### src/rtl/mdio_pkg.sv
`timescale 1ns/1ps
package mdio_pkg;

    localparam logic [5:0] OFS_CMD  = 6'h00;
    localparam logic [5:0] OFS_WDAT = 6'h08;
    localparam logic [5:0] OFS_RDAT = 6'h10;
    localparam logic [5:0] OFS_CLK  = 6'h18;
    localparam logic [5:0] OFS_EN   = 6'h20;

    typedef struct packed {
        logic [1:0] op;
        logic [4:0] phy;
        logic [4:0] rega;
    } cmd_t;

    // Read-type frame: Clause 45 opcodes 2/3, Clause 22 opcode bit 0 set
    function automatic logic frame_is_read(input logic c45, input logic [1:0] op);
        return c45 ? op[1] : op[0];
    endfunction

    // 32-bit frame body, sent from bit 31 down to bit 0
    function automatic logic [31:0] frame_body(input logic c45, input cmd_t cmd,
                                               input logic [15:0] wdat);
        logic [1:0]  st;
        logic [1:0]  fop;
        logic [1:0]  ta;
        logic [15:0] dat;
        logic        rd;
        rd  = frame_is_read(c45, cmd.op);
        st  = c45 ? 2'b00 : 2'b01;
        fop = c45 ? cmd.op : (cmd.op[0] ? 2'b10 : 2'b01);
        ta  = rd ? 2'b11 : 2'b10;
        dat = rd ? 16'hFFFF : wdat;
        return {st, fop, cmd.phy, cmd.rega, ta, dat};
    endfunction

endpackage

### src/rtl/mdio_mdc_gen.sv
`timescale 1ns/1ps
module mdio_mdc_gen #(
    parameter int HALF_DIV = 3
) (
    input  logic clk,
    input  logic rst_n,
    input  logic run,
    output logic mdc,
    output logic rise_evt,
    output logic fall_evt
);
    localparam int CW = (HALF_DIV > 1) ? $clog2(HALF_DIV) : 1;
    localparam logic [CW-1:0] WRAP_AT = CW'(HALF_DIV - 1);

    typedef struct packed {
        logic [CW-1:0] cnt;
        logic          mdc;
    } div_t;

    div_t q, d;
    logic wrap;

    assign wrap     = (q.cnt == WRAP_AT);
    assign rise_evt = run && wrap && !q.mdc;
    assign fall_evt = run && wrap && q.mdc;
    assign mdc      = q.mdc;

    always_comb begin
        d = q;
        if (!run) begin
            d.cnt = '0;
            d.mdc = 1'b0;
        end else if (wrap) begin
            d.cnt = '0;
            d.mdc = !q.mdc;
        end else begin
            d.cnt = q.cnt + 1'b1;
        end
    end

    always_ff @(posedge clk or negedge rst_n) begin
        if (!rst_n) q <= '0;
        else        q <= d;
    end

    AST_MDC_LOW_WHEN_STOPPED: assert property (@(posedge clk) disable iff (!rst_n)
        !run && !$past(run) |-> !mdc) else $error("MDC high while stopped");

endmodule

### src/rtl/mdio_frame_eng.sv
`timescale 1ns/1ps
module mdio_frame_eng
    import mdio_pkg::*;
(
    input  logic        clk,
    input  logic        rst_n,
    input  logic        start,
    input  logic        abort,
    input  logic        c45,
    input  logic        pre,
    input  cmd_t        cmd,
    input  logic [15:0] wdat,
    input  logic        mdc,
    input  logic        rise_evt,
    input  logic        fall_evt,
    input  logic        mdio_i,
    output logic        busy,
    output logic        fin,
    output logic [15:0] rd_data,
    output logic        mdio_o,
    output logic        mdio_oe
);
    localparam logic [5:0] IDX_PRE  = 6'd63;
    localparam logic [5:0] IDX_BODY = 6'd31;
    localparam logic [5:0] IDX_TA   = 6'd17;
    localparam logic [5:0] IDX_DAT  = 6'd15;

    typedef struct packed {
        logic        busy;
        logic        rd;
        logic [31:0] body;
        logic [5:0]  idx;
        logic [15:0] rdat;
    } eng_t;

    eng_t q, d;
    logic cur_bit;

    assign cur_bit = q.idx[5] ? 1'b1 : q.body[q.idx[4:0]];
    assign busy    = q.busy;
    assign fin     = q.busy && !abort && fall_evt && (q.idx == '0);
    assign rd_data = q.rdat;
    assign mdio_o  = q.busy ? cur_bit : 1'b1;
    assign mdio_oe = q.busy && !(q.rd && (q.idx <= IDX_TA));

    always_comb begin
        d = q;
        if (abort) begin
            d.busy = 1'b0;
        end else if (start && !q.busy) begin
            d.busy = 1'b1;
            d.rd   = frame_is_read(c45, cmd.op);
            d.body = frame_body(c45, cmd, wdat);
            d.idx  = pre ? IDX_PRE : IDX_BODY;
            d.rdat = '0;
        end else if (q.busy) begin
            if (rise_evt && q.rd && (q.idx <= IDX_DAT))
                d.rdat = {q.rdat[14:0], mdio_i};
            if (fall_evt) begin
                if (q.idx == '0) d.busy = 1'b0;
                else             d.idx  = q.idx - 1'b1;
            end
        end
    end

    always_ff @(posedge clk or negedge rst_n) begin
        if (!rst_n) q <= '0;
        else        q <= d;
    end

    AST_MDIO_HOLD_WHILE_HIGH: assert property (@(posedge clk) disable iff (!rst_n)
        q.busy && mdc && $past(mdc) |-> $stable(mdio_o)) else $error("MDIO moved while MDC high");
    AST_ABORT_STOPS_FRAME: assert property (@(posedge clk) disable iff (!rst_n)
        abort |=> !busy) else $error("frame continued after abort");

endmodule

### src/rtl/mgmt_mdio_master.sv
`timescale 1ns/1ps
module mgmt_mdio_master
    import mdio_pkg::*;
#(
    parameter int HALF_DIV = 3,
    parameter int ADDR_W   = 6
) (
    input  logic              clk,
    input  logic              rst_n,
    input  logic              reg_we,
    input  logic [ADDR_W-1:0] reg_addr,
    input  logic [31:0]       reg_wdata,
    output logic [31:0]       reg_rdata,
    output logic              mdc,
    output logic              mdio_o,
    output logic              mdio_oe,
    input  logic              mdio_i
);
    typedef struct packed {
        logic        en;
        logic        c45;
        logic        pre;
        cmd_t        cmd;
        logic [15:0] wdat;
        logic        wval;
        logic        wpend;
        logic [15:0] rdat;
        logic        rval;
        logic        rpend;
    } regs_t;

    regs_t q, d;
    logic [5:0]  addr6;
    logic        any_pend;
    logic        accept;
    cmd_t        new_cmd;
    logic        eng_busy;
    logic        eng_fin;
    logic [15:0] eng_rdata;
    logic        rise_evt;
    logic        fall_evt;
    logic        unused_wdata;

    assign addr6        = 6'(reg_addr);
    assign any_pend     = q.wpend || q.rpend;
    assign new_cmd      = '{op: reg_wdata[17:16], phy: reg_wdata[12:8], rega: reg_wdata[4:0]};
    assign accept       = reg_we && (addr6 == OFS_CMD) && q.en && !any_pend;
    assign unused_wdata = ^{reg_wdata[31:25], reg_wdata[23:18]};

    always_comb begin
        d = q;
        if (eng_fin) begin
            if (q.rpend) begin
                d.rpend = 1'b0;
                d.rval  = 1'b1;
                d.rdat  = eng_rdata;
            end else begin
                d.wpend = 1'b0;
                d.wval  = 1'b1;
            end
        end
        if (reg_we) begin
            case (addr6)
                OFS_WDAT: d.wdat = reg_wdata[15:0];
                OFS_CLK: begin
                    d.c45 = reg_wdata[24];
                    d.pre = reg_wdata[12];
                end
                OFS_EN: begin
                    d.en = reg_wdata[0];
                    if (!reg_wdata[0]) begin
                        d.wpend = 1'b0;
                        d.rpend = 1'b0;
                    end
                end
                default: ;
            endcase
        end
        if (accept) begin
            d.cmd = new_cmd;
            if (frame_is_read(q.c45, new_cmd.op)) begin
                d.rpend = 1'b1;
                d.rval  = 1'b0;
            end else begin
                d.wpend = 1'b1;
                d.wval  = 1'b0;
            end
        end
    end

    always_ff @(posedge clk or negedge rst_n) begin
        if (!rst_n) q <= '0;
        else        q <= d;
    end

    always_comb begin
        case (addr6)
            OFS_CMD:  reg_rdata = {14'b0, q.cmd.op, 3'b0, q.cmd.phy, 3'b0, q.cmd.rega};
            OFS_WDAT: reg_rdata = {14'b0, q.wpend, q.wval, q.wdat};
            OFS_RDAT: reg_rdata = {14'b0, q.rpend, q.rval, q.rdat};
            OFS_CLK:  reg_rdata = {7'b0, q.c45, 11'b0, q.pre, 12'b0};
            OFS_EN:   reg_rdata = {31'b0, q.en};
            default:  reg_rdata = '0;
        endcase
    end

    mdio_mdc_gen #(.HALF_DIV(HALF_DIV)) u_div (
        .clk      (clk),
        .rst_n    (rst_n),
        .run      (eng_busy),
        .mdc      (mdc),
        .rise_evt (rise_evt),
        .fall_evt (fall_evt)
    );

    mdio_frame_eng u_eng (
        .clk      (clk),
        .rst_n    (rst_n),
        .start    (accept),
        .abort    (!q.en),
        .c45      (q.c45),
        .pre      (q.pre),
        .cmd      (new_cmd),
        .wdat     (q.wdat),
        .mdc      (mdc),
        .rise_evt (rise_evt),
        .fall_evt (fall_evt),
        .mdio_i   (mdio_i),
        .busy     (eng_busy),
        .fin      (eng_fin),
        .rd_data  (eng_rdata),
        .mdio_o   (mdio_o),
        .mdio_oe  (mdio_oe)
    );

    AST_ONE_PENDING: assert property (@(posedge clk) disable iff (!rst_n)
        !(q.wpend && q.rpend)) else $error("both pending flags set");
    AST_CMD_IGNORED_BUSY: assert property (@(posedge clk) disable iff (!rst_n)
        reg_we && (addr6 == OFS_CMD) && any_pend |=> $stable(q.cmd)) else $error("command taken while busy");
    AST_RD_VALID_AT_END: assert property (@(posedge clk) disable iff (!rst_n)
        $fell(q.rpend) && q.en |-> q.rval) else $error("read ended without valid");
    AST_PEND_TRACKS_ENGINE: assert property (@(posedge clk) disable iff (!rst_n)
        q.en && any_pend |-> eng_busy) else $error("pending without a frame");

endmodule

### config.mk
export PLATFORM = sky130hd
export DESIGN_NAME = mgmt_mdio_master
export DESIGN_NICKNAME = d
export VERILOG_FILES = /design/src/rtl/mdio_pkg.sv /design/src/rtl/mdio_mdc_gen.sv /design/src/rtl/mdio_frame_eng.sv /design/src/rtl/mgmt_mdio_master.sv
export SDC_FILE = /design/constraint.sdc
export NUM_CORES = 1
export LEC_CHECK = 0
export BUFFER_PORTS_ARGS = -buffer_cell sky130_fd_sc_hd__buf_2
export CORE_UTILIZATION = 30
export DETAILED_ROUTE_END_ITERATION = 16
export HOLD_SLACK_MARGIN = 0.15
export PLACE_DENSITY = 0.58
export SLEW_MARGIN = 10
export SYNTH_ARGS = -nofsm -noshare
export SYNTH_HDL_FRONTEND = slang
export SYNTH_SLANG_ARGS = --single-unit
### constraint.sdc
create_clock -name clk -period 5.3 [get_ports clk]
set_clock_uncertainty 0.15 [all_clocks]
set_input_delay 0.265 -clock clk [delete_from_list [all_inputs] [get_ports clk]]
set_output_delay 0.265 -clock clk [all_outputs]
set_load 0.01 [all_outputs]
==> flow_metrics.env <==
export IMPL_first_pass_iters=4
export IMPL_post_cts_resized=0
export IMPL_ys_ff_latch=107
export IMPL_seq_area_sq_um=2680
export IMPL_ctsHoldBuffers=21
export IMPL_holdPathStages=3
export IMPL_dieWidth_um=133
export IMPL_swShare_pct=23.0
export IMPL_drive_gt1_share_pct=20.6
export IMPL_switching_power_mw=0.382
export IMPL_startpoint_type="flip-flop"
export IMPL_die_h_um=133
export IMPL_core_area_sq_um=16700
export IMPL_required_ps=5400
export IMPL_cts_root_buffer="clkbuf_16"
export IMPL_cts_setup_buffers=0
export IMPL_grt_pass1_wl_um=20900
export IMPL_end_kind="flip-flop"
export IMPL_vias=3908
export IMPL_p_clk_share_pct=41.4
export IMPL_p_comb_share_pct=6.2
export IMPL_hold_path_startpoint="reg_we"
export IMPL_async_reset_ff_share_pct=100
export IMPL_dp_hpwl_um=8760
export IMPL_cts_clk_slew_worst_paths_ps=70
export IMPL_place_ws_ps=2250
export IMPL_first_iter_violations=183
export IMPL_htree_num_levels=3
export IMPL_synth_warnings=0
export IMPL_gp_congestion=0.780
export IMPL_finalSetupTns_ps=0
export IMPL_relSlewSlack_pct=22.4
export IMPL_holdPathEnd="q[49]"
export IMPL_avgSynthCellArea_sq_um=10.3
export IMPL_wl_um=12800
export IMPL_worstSetupPathType="flip-flop to flip-flop"
export IMPL_wl_per_cell_um=16.5
export IMPL_die_area_sq_um=17800
export IMPL_fin_crit_ps=3070
export IMPL_leakage_nw=2.95
export IMPL_grt_pass1_vias=3908
export IMPL_ant_nets=0
export IMPL_io_buffers=50
export IMPL_cts_buffers=9
export IMPL_min_path_type="primary input to flip-flop"
export IMPL_setup_viol=0
export IMPL_worst_slew_pin_slew_ps=1160
export IMPL_reg2reg_depth=5
export IMPL_io_pins=77
export IMPL_cts_tree="built"
export IMPL_area_growth_pct=16.6
export IMPL_final_hold_viol_count=0
export IMPL_antenna_found_initial=0
export IMPL_cts_sinks=107
export IMPL_power_density_nw_per_um2=275
export IMPL_run_status="completed"
export IMPL_crit_arrival_ps=3170
export IMPL_ir_worst_vdd_mv=0.129
export IMPL_grt_usage_pct=15.0
export IMPL_slew_viol_final=0
export IMPL_grt_max_degree=67
export IMPL_worst_slack_ps=2230
export IMPL_ys_seq_area_share_pct=51.8
export IMPL_reg2reg_to="q[16]"
export IMPL_final_net_count=594
export IMPL_grt_setup_unrepaired="false"
export IMPL_core_rowCount=47
export IMPL_fmax_mhz=326
export IMPL_start_util_pct=30.9
export IMPL_clk_latency_ps=340
export IMPL_via_per_inst=5.05
export IMPL_synth_edf_count=0
export IMPL_maxCapViolCount=0
export IMPL_multi_input_area_sq_um=2190
export IMPL_n_antenna_cell=0
export IMPL_fin_crit_sh_pct=57.9
export IMPL_r2r_slack_ps=2230
export IMPL_fillers=1672
export IMPL_p_int_mw=1.28
export IMPL_synth_main_ff_cell="dfrtp_1"
export IMPL_synth_distinct_cells=60
export IMPL_path_max_fanout=19
export IMPL_cts_buffer_depth=2
export IMPL_drc=0
export IMPL_r2r_start="u_eng.q[16]"
export IMPL_synth_area_sq_um=5170
export IMPL_grt_remaining_overflow=0
export IMPL_synthCells=500
export IMPL_p_seq_share_pct=52.4
## synth_stat cells, drive strengths merged (3+ instances only)
library cell / n / area (sq um)
o21ai: 52 / 260
a211oi: 3 / 22.5
nand2: 57 / 224
buf: 24 / 164
mux2i: 7 / 70.1
inv: 23 / 86.3
nand4: 19 / 119
nor2: 44 / 165
nand3b: 3 / 22.5
clkbuf: 24 / 90.1
o22ai: 3 / 18.8
a21oi: 4 / 20.0
nor3: 28 / 163
mux4: 5 / 113
nor2b: 3 / 18.8
mux2: 34 / 420
ha: 3 / 37.5
and4: 4 / 35.0
a22oi: 8 / 60.1
nor4: 3 / 25.0
dfrtp: 107 / 2680
a22o: 7 / 61.3
## logic make-up (layout without fill, tap and decap cells)
| family | count (synthesis) | after routing | synth area share [%] |
|---|---|---|---|
| adder cells (fa/ha/maj) | 3 | 3 | 0.726 |
| AND/OR/NAND/NOR | 178 | 178 | 17.6 |
| other | 1 | 13 | 0.0726 |
| buffers and inverters | 71 | 113 | 6.59 |
| AO/OA/AOI/OAI | 92 | 92 | 11.2 |
| flip-flops | 107 | 107 | 51.8 |
| multiplexers | 46 | 46 | 11.7 |
| XOR/XNOR | 2 | 2 | 0.339 |
## worst max-delay path: stages (launching register included)
cell and delay (ps):
dfrtp_1 680, inv_1 200, ha_1 200, nand4_1 710, or2_1 750, o21ai_0 280
## registers in the layout (all words and copies together), names as in the netlist
name,cells
q,51
u_eng.busy,1
u_div.q,2
u_div.mdc,1
u_eng.q,36
u_eng.rd_data,16
## metal layers
layer | up-vias | GRT usage [%] | share of wire, %
met5 | - | 0 | 0
met4 | 0 | 5.62 | 2.0
met3 | 20 | 1.83 | 3.1
met2 | 91 | 25.1 | 50
met1 | 1964 | 19.8 | 45
li1 | 1833 | - | -
## cell type report
type,instances,area share (%)
Clock buffer,12,4.26
Clock inverter,4,0.810
Inverter,23,1.43
Multi-Input combinational cell,334,36.4
Sequential cell,107,44.4
Tap cell,220,4.57
Timing Repair Buffer,74,8.06
## through the flow
stage                     cell area, sq um  power, mW  hold WS [ps]  cells  util, %
after global placement                5510      0.973           253    737     33.0
final                                 6020       1.66           215    774     36.1
after floorplan                       5210      0.930          -181    512        -
after CTS                             6020       1.67           216    774     36.1
after detailed placement              5510      0.977           276    737     33.0
after global routing                  6020       1.72           234    774     36.1
## worst max path at each step
stage / from / cells after the start / end
after detailed placement: u_eng.q[16] / 5 / q[16]
after global routing: u_eng.q[16] / 5 / q[16]
after floorplan: u_eng.q[16] / 9 / u_eng.q[18]
after global placement: u_eng.q[16] / 5 / q[2]
after CTS: u_eng.q[16] / 5 / q[16]
final: u_eng.q[16] / 5 / q[16]
## layout by cell type (no fill, tap or decap), types with 5 or more instances in the layout
cell type	count
mux2_4	10
dfrtp_1	107
o21ai_0	52
mux4_2	5
clkbuf_16	9
mux2i_1	7
mux2_2	21
a22oi_1	8
nor3_1	26
nand2_1	55
dlygate4sd3_1	21
conb_1	13
nand4_1	19
inv_1	23
buf_2	49
nor2_1	44
a22o_1	7
## power by group through the flow
stage          combinational [mW]  sequential [mW]  clock, mW
2_1_floorplan              0.0636            0.866          0
3_3_place_gp               0.0900            0.883          0
3_5_place_dp               0.0927            0.884          0
4_1_cts                     0.105            0.868      0.699
5_1_grt                     0.114            0.871      0.734
6_report                    0.103            0.868      0.687
Note: power is estimated with default switching activity, not from simulation.
